===== config.mk =====
export PLATFORM = sky130hd
export DESIGN_NAME = lsc_pwm_mod
export DESIGN_NICKNAME = d
export VERILOG_FILES = /design/src/rtl/lsc_pwm_pkg.sv /design/src/rtl/lsc_tri_counter.sv /design/src/rtl/lsc_cmp_bank.sv /design/src/rtl/lsc_level_map.sv /design/src/rtl/lsc_pwm_mod.sv
export SDC_FILE = /design/constraint.sdc
export NUM_CORES = 1
export LEC_CHECK = 0
export ABC_AREA = 1
export BUFFER_PORTS_ARGS = -buffer_cell sky130_fd_sc_hd__clkbuf_2
export CELL_PAD_IN_SITES_DETAIL_PLACEMENT = 1
export CELL_PAD_IN_SITES_GLOBAL_PLACEMENT = 1
export CORE_MARGIN = 2
export CORE_UTILIZATION = 47
export DETAILED_ROUTE_END_ITERATION = 7
export PLACE_DENSITY_LB_ADDON = 0.2
export SETUP_SLACK_MARGIN = 0.1
export SYNTH_ARGS = -nofsm -noshare
export SYNTH_HDL_FRONTEND = slang
export SYNTH_SLANG_ARGS = --single-unit

===== constraint.sdc =====
create_clock -name clk_i -period 1 [get_ports clk_i]
set_input_delay 0.1 -clock clk_i [delete_from_list [all_inputs] [get_ports clk_i]]
set_output_delay 0.1 -clock clk_i [all_outputs]
set_load 0.01 [all_outputs]

===== src/rtl/lsc_pwm_pkg.sv =====
package lsc_pwm_pkg;
  localparam int N_CARR   = 8;
  localparam int MID_ST   = N_CARR / 2;
  localparam int ST_W     = $clog2(N_CARR + 1);
  localparam int CELL_MAX = 2;

  typedef logic        [ST_W-1:0] state_t;
  typedef logic signed [3:0]      level_t;
  typedef logic signed [2:0]      cell_t;

  typedef struct packed {
    state_t st;
    level_t lvl;
    cell_t  c1;
    cell_t  c2;
  } mod_out_t;

  localparam mod_out_t ZERO_OUT = '{st: ST_W'(MID_ST), lvl: '0, c1: '0, c2: '0};
endpackage


===== src/rtl/lsc_tri_counter.sv =====
module lsc_tri_counter #(
  parameter int PER_W = 8
) (
  input  logic             clk_i,
  input  logic             rst_ni,
  input  logic             en_i,
  input  logic [PER_W-1:0] per_i,
  output logic [PER_W-1:0] cnt_o
);
  logic [PER_W-1:0] cnt_q, cnt_d;
  logic             up_q, up_d;
  logic [PER_W:0]   inc;

  assign inc = {1'b0, cnt_q} + 1'b1;

  always_comb begin
    cnt_d = cnt_q;
    up_d  = up_q;
    if (!en_i) begin
      cnt_d = '0;
      up_d  = 1'b1;
    end else if (up_q) begin
      cnt_d = inc[PER_W-1:0];
      up_d  = !(inc >= {1'b0, per_i});
    end else begin
      cnt_d = cnt_q - 1'b1;
      up_d  = (cnt_q <= PER_W'(1));
    end
  end

  always_ff @(posedge clk_i or negedge rst_ni) begin
    if (!rst_ni) begin
      cnt_q <= '0;
      up_q  <= 1'b1;
    end else begin
      cnt_q <= cnt_d;
      up_q  <= up_d;
    end
  end

  assign cnt_o = cnt_q;
endmodule


===== src/rtl/lsc_cmp_bank.sv =====
module lsc_cmp_bank
  import lsc_pwm_pkg::*;
#(
  parameter int PER_W = 8,
  parameter int REF_W = PER_W + 4
) (
  input  logic                    [PER_W-1:0] cnt_i,
  input  logic                    [PER_W-1:0] per_i,
  input  logic signed             [REF_W-1:0] ref_i,
  output state_t                              count_o
);
  logic signed [REF_W-1:0] cnt_s, per_s;
  logic        [N_CARR-1:0] hit;

  assign cnt_s = signed'({{(REF_W-PER_W){1'b0}}, cnt_i});
  assign per_s = signed'({{(REF_W-PER_W){1'b0}}, per_i});

  for (genvar k = 0; k < N_CARR; k++) begin : g_carr
    localparam logic signed [REF_W-1:0] KOFF = REF_W'(k - MID_ST);
    logic signed [REF_W-1:0] carrier;
    assign carrier = cnt_s + KOFF * per_s;
    assign hit[k]  = (ref_i > carrier);
  end

  always_comb begin
    count_o = '0;
    for (int k = 0; k < N_CARR; k++) begin
      count_o = count_o + ST_W'(hit[k]);
    end
  end
endmodule


===== src/rtl/lsc_level_map.sv =====
module lsc_level_map
  import lsc_pwm_pkg::*;
(
  input  state_t   st_i,
  output mod_out_t out_o
);
  level_t lvl;
  cell_t  c1;

  assign lvl = level_t'(st_i) - level_t'(MID_ST);

  always_comb begin
    if (lvl > level_t'(CELL_MAX))       c1 = cell_t'(CELL_MAX);
    else if (lvl < -level_t'(CELL_MAX)) c1 = -cell_t'(CELL_MAX);
    else                                c1 = cell_t'(lvl);
  end

  assign out_o.st  = st_i;
  assign out_o.lvl = lvl;
  assign out_o.c1  = c1;
  assign out_o.c2  = cell_t'(lvl - level_t'(c1));
endmodule


===== src/rtl/lsc_pwm_mod.sv =====
module lsc_pwm_mod
  import lsc_pwm_pkg::*;
#(
  parameter  int PER_W = 8,
  localparam int REF_W = PER_W + 4
) (
  input  logic                    clk_i,
  input  logic                    rst_ni,
  input  logic                    en_i,
  input  logic [PER_W-1:0]        period_i,
  input  logic signed [REF_W-1:0] ref_i,
  output logic [3:0]              state_o,
  output logic signed [3:0]       level_o,
  output logic signed [2:0]       cell1_o,
  output logic signed [2:0]       cell2_o
);
  logic [1:0]       rst_sync_q;
  logic             rst_int_n;
  logic [PER_W-1:0] p_q, p_d;
  logic [PER_W-1:0] cnt_w;
  state_t           count_w;
  mod_out_t         map_w, out_q, out_d;

  always_ff @(posedge clk_i or negedge rst_ni) begin
    if (!rst_ni) rst_sync_q <= '0;
    else         rst_sync_q <= {rst_sync_q[0], 1'b1};
  end
  assign rst_int_n = rst_sync_q[1];

  assign p_d = en_i ? p_q : period_i;

  always_ff @(posedge clk_i or negedge rst_int_n) begin
    if (!rst_int_n) p_q <= '0;
    else            p_q <= p_d;
  end

  lsc_tri_counter #(.PER_W(PER_W)) u_cnt (
    .clk_i  (clk_i),
    .rst_ni (rst_int_n),
    .en_i   (en_i),
    .per_i  (p_q),
    .cnt_o  (cnt_w)
  );

  lsc_cmp_bank #(.PER_W(PER_W), .REF_W(REF_W)) u_cmp (
    .cnt_i   (cnt_w),
    .per_i   (p_q),
    .ref_i   (ref_i),
    .count_o (count_w)
  );

  lsc_level_map u_map (
    .st_i  (count_w),
    .out_o (map_w)
  );

  assign out_d = en_i ? map_w : ZERO_OUT;

  always_ff @(posedge clk_i or negedge rst_int_n) begin
    if (!rst_int_n) out_q <= ZERO_OUT;
    else            out_q <= out_d;
  end

  assign state_o = 4'(out_q.st);
  assign level_o = out_q.lvl;
  assign cell1_o = out_q.c1;
  assign cell2_o = out_q.c2;
endmodule


==> results of run 1 <==
-- through the flow --
step	hold WS [ns]	utilization	setup TNS [ns]
floorplan	-0.196	-	-64.13
global placement	-0.113	0.640	-68.61
detailed placement	-0.111	0.640	-76.94
-- cells by family after synthesis --
family          count (synthesis)  synth area share
flops                          31             0.111
xor+xnor                       53            0.0673
other cells                     1          0.000535
simple gates                  398             0.243
fa+ha+maj                     196             0.371
compound gates                145             0.118
buf+inv                       159            0.0886
-- Yosys cell counts, types with 2 or more instances --
cell type	instances	area [µm²]
or2_2	3	18.8
o21ai_1	4	20.0
buf_4	3	22.5
o21a_1	3	22.5
o21ai_0	29	145
a31oi_1	7	43.8
inv_1	143	537
o2111ai_1	2	17.5
dfstp_2	2	52.6
and3_1	2	12.5
xor2_1	35	307
a211oi_1	4	30.0
nand2_1	238	893
buf_2	4	20.0
nand2_2	3	18.8
a21o_1	7	52.6
o21bai_1	3	22.5
xnor2_1	17	149
dfrtp_1	29	726
nor2_1	53	199
inv_2	7	26.3
o21ai_2	5	43.8
a21oi_2	2	17.5
fa_1	20	400
nor2_2	2	12.5
ha_1	176	2200
nand4_1	13	81.3
nor3_1	11	55.1
nand3_1	59	295
nand3_2	5	50.1
o211ai_1	5	37.5
a21oi_1	72	360
nor4_1	4	25.0
==> impl_metrics.py, run 1 <==
metrics = {
    "die": {
        "die_width_um": 126,
        "rows": 44,
        "die_h_um": 126,
        "io_pins": 37,
        "start_util": 0.482,
    },
    "clock_tree": {
        "cts_buffer_depth": 2,
        "cts_root_buffer": "clkbuf_16",
        "cts_max_level": 2,
        "cts_resized": 104,
        "postCtsHoldBufs": 1,
        "cts_setup_buffers": 28,
        "cts.sinks": 31,
        "cts_made_buffers": 5,
    },
    "yosys": {
        "synth.distinct_cells": 44,
        "syn_area_um2": 7010,
        "avgSynthCellArea_um2": 7.13,
        "synth_edf_count": 0,
        "synthCells": 983,
        "yosys_most_used_dff": "dfrtp_1",
        "ys_async_sr_fraction": 1.00,
        "yosysSeqAreaShare": 0.111,
        "ys_ff_latch": 31,
        "synth-warning-count": 0,
        "synth_nets": 1202,
    },
    "place": {
        "placed_area_um2": 9300,
        "gp_congestion": 0.978,
        "place_hpwl_um": 26800,
        "place_inst": 1428,
        "io_buffers": 36,
        "pre_cts_slack_ns": -6.78,
    },
    "run_status": {
        "lastStage": "clock tree synthesis",
        "error": "[ERROR DPL-0033] detailed placement checks failed during check placement.",
        "status": "did not finish",
    },
}
==> run 2: changes to the inputs <==
- CELL_PAD_IN_SITES_DETAIL_PLACEMENT: 1 -> default
- CELL_PAD_IN_SITES_GLOBAL_PLACEMENT: 1 -> default
- CORE_UTILIZATION: 47 -> 40
- PLACE_DENSITY_LB_ADDON: 0.2 -> 0.15
- SETUP_SLACK_MARGIN: 0.1 -> default
==> run 2 against run 1 <==
Effect of this change: synthesized cell count unchanged; the flow now finishes, with violations (negative setup slack); synthesized area unchanged.
==> impl_metrics.py, run 2 <==
metrics = {
    "run_status": {
        "status": "finished, violations left",
        "violations": "negative setup slack",
    },
    "detailed_routing": {
        "antenna_left": 0,
        "route.detailed.drc": 0,
        "wl_per_cell_um": 15.2,
        "num_vias": 7415,
        "drt_iter0_markers": 312,
        "wl_um": 22900,
        "drt-vias-per-instance": 4.90,
        "dr.pass1.iters": 4,
    },
    "yosys": {
        "ys_ff_latch": 31,
        "synth_nets": 1202,
        "synth_top_cell_by_area": "ha_1",
        "synth_top_area_frac": 0.314,
        "yosys_most_used_dff": "dfrtp_1",
        "ys_top_cells_by_count": "238 x nand2_1, 176 x ha_1, 143 x inv_1, 72 x a21oi_1, 59 x nand3_1",
        "syn_area_um2": 7010,
        "synth.distinct_cells": 44,
        "ys_async_sr_fraction": 1.00,
        "synth-warning-count": 0,
        "yosysSeqAreaShare": 0.111,
        "synth_area_leaders": "ha_1 31%, nand2_1 13%, dfrtp_1 10%",
        "synthCells": 983,
        "synth_edf_count": 0,
        "avgSynthCellArea_um2": 7.13,
        "yosysMostFrequentCell": "nand2_1",
    },
    "finish": {
        "layout_commonest_cell": "buf_4",
        "area_growth_pct": 46.1,
        "final_util": 0.594,
        "multi_input_area_um2": 6030,
        "n_antenna_cell": 0,
        "drive_gt1_frac": 0.336,
        "layout.nets": 1506,
        "layout_common_cells": "239 x buf_4, 232 x nand2_1, 159 x ha_1",
        "nFillCells": 1622,
        "regArea_um2": 787,
    },
    "power": {
        "ir_worst_vdd_v": 0.00312,
        "switching_share": 0.481,
        "p_seq_frac": 0.060,
        "p_per_area_nw_per_um2": 3180,
        "p_clk_frac": 0.044,
        "power_uw": 32500,
        "p_comb_frac": 0.895,
        "p_leak_uw": 0.00564,
        "internal-power_uw": 16900,
        "power.switching_uw": 15600,
    },
    "min_path": {
        "hold_start": "period_i[3]",
        "hp-class": "in -> reg",
    },
    "timing": {
        "setup_ws_ns": -6.26,
        "finalSetupTns_ns": -69.51,
        "period_minus_slack_ns": 7.26,
        "setup_violations": 23,
        "fin_skew_ns": 0.00248,
        "maxSlewViolCount": 0,
        "max_freq_ghz": 0.138,
        "rsz0062_at_grt": "yes",
        "min_period_over_period": 7.26,
        "hold_viol": 0,
    },
    "setup_path": {
        "worst_setup_path_endpoint": "cell2_o[1]",
        "r2r_start": "p_q[1]",
        "regToRegEndpoint": "cell2_o[1]",
        "cp_top_family": "adder cells",
        "startpoint": "p_q[1]",
        "rrSetupSlack_ns": -6.26,
        "path_common_cell": "inv_2",
        "slowest_delay_ns": 0.55,
        "critical_path_arrival_ns": 7.48,
        "crit_buf_inv": 12,
        "cp.required_ns": 1.22,
        "path_max_fanout": 4,
        "crit_type": "reg -> reg",
        "slowest_stage": "fa_1",
        "path_depth": 42,
        "crit_path_end_kind": "register",
        "worstRegToRegCells": 42,
        "worst_setup_path_start_kind": "register",
    },
    "die": {
        "rows": 48,
        "die_h_um": 136,
        "dieArea_um2": 18600,
        "core_um2": 17200,
        "die_width_um": 136,
        "start_util": 0.407,
        "io_pins": 37,
    },
    "grt": {
        "overflow": 0,
        "grt_pass1_vias": 7291,
        "grt_usage": 0.254,
        "grt_pass1_wl_um": 36300,
        "antenna_found_initial": 0,
        "grt_max_degree": 30,
    },
    "place": {
        "place_hpwl_um": 18900,
        "gp_congestion": 0.912,
        "io_buffers": 36,
    },
    "clock_tree": {
        "cts_buffer_depth": 2,
        "tritoncts": "done",
        "cts_max_level": 2,
        "clkTransAtPathRegs_ns": 0.05,
        "cts.sinks": 31,
        "cts_made_buffers": 5,
        "cts_root_buffer": "clkbuf_16",
        "clk_latency_ns": 0.28,
    },
    "job": {
        "drv_cap": 0,
    },
}
## run 2: cell counts after synthesis
No cell type changed its count.
## run 2: metal layers
metal / up-vias / GRT usage / share of wire
li1: 3871 / - / -
met1: 3401 / 0.338 / 0.47
met2: 116 / 0.437 / 0.47
met4: 0 / 0.0700 / 0.027
met5: - / 0 / 0
met3: 27 / 0.0220 / 0.030
## run 2: metrics by stage
stage | cell area [µm²] | hold slack (ns) | cells | setup slack, ns
5_1_grt | 10200 | 0.0400 | 1513 | -6.63
4_1_cts | 10000 | 0.0320 | 1508 | -6.18
2_1_floorplan | 7150 | -0.196 | 983 | -6.15
6_report | 10200 | 0.0346 | 1513 | -6.26
3_5_place_dp | 9510 | -0.112 | 1489 | -6.32
3_3_place_gp | 9510 | -0.112 | 1489 | -6.17
## run 2: power groups by stage
| stage | logic [µW] | clock network (µW) | registers (µW) |
|---|---|---|---|
| 6_report | 29100 | 1440 | 1960 |
| 5_1_grt | 32600 | 1520 | 2000 |
| 4_1_cts | 28300 | 1470 | 1970 |
| 3_5_place_dp | 25600 | 0 | 1950 |
| 3_3_place_gp | 25300 | 0 | 1940 |
| 2_1_floorplan | 15300 | 0 | 2260 |
## run 2: worst min path at each step
stage | endpoint | cells after the start
detailed placement | rst_sync_q[1] | 1
global route | p_q[7] | 3
global placement | rst_sync_q[1] | 1
floorplan | rst_sync_q[0] | 0
finish | p_q[3] | 3
CTS | p_q[2] | 3
## run 2: cells by family after synthesis
group | Yosys count | share of synthesized area
AOI/OAI and AO/OA | 145 | 0.118
and+or+nand+nor | 398 | 0.243
DFF | 31 | 0.111
xor gates and xnor gates | 53 | 0.0673
adders and majority gates | 196 | 0.371
buffers and inverters | 159 | 0.0886
other | 1 | 0.000535
## run 2: tightest hold or removal path, stage by stage
cell and delay [ns]:
clkbuf_2 0.07, nand2_1 0.04, o21ai_0 0.06
## run 2: cell type report
class,instances,area share
tap,225,0.0275
clock inverter,1,0.000489
inverter,150,0.0568
timing repair buffer,306,0.236
multi-input combinational,793,0.589
clock buffer,7,0.0130
sequential,31,0.0769
## run 2: timing repair
item,4_1_cts,5_1_grt
buffers inserted,10,9
pin swaps,15,15
hold buffers,1,0
endpoints found under the setup margin,24,25
resized for setup,73,43
gates cloned,0,0
endpoints found under the hold margin,2,0
Power figures use the tool's default switching activity.
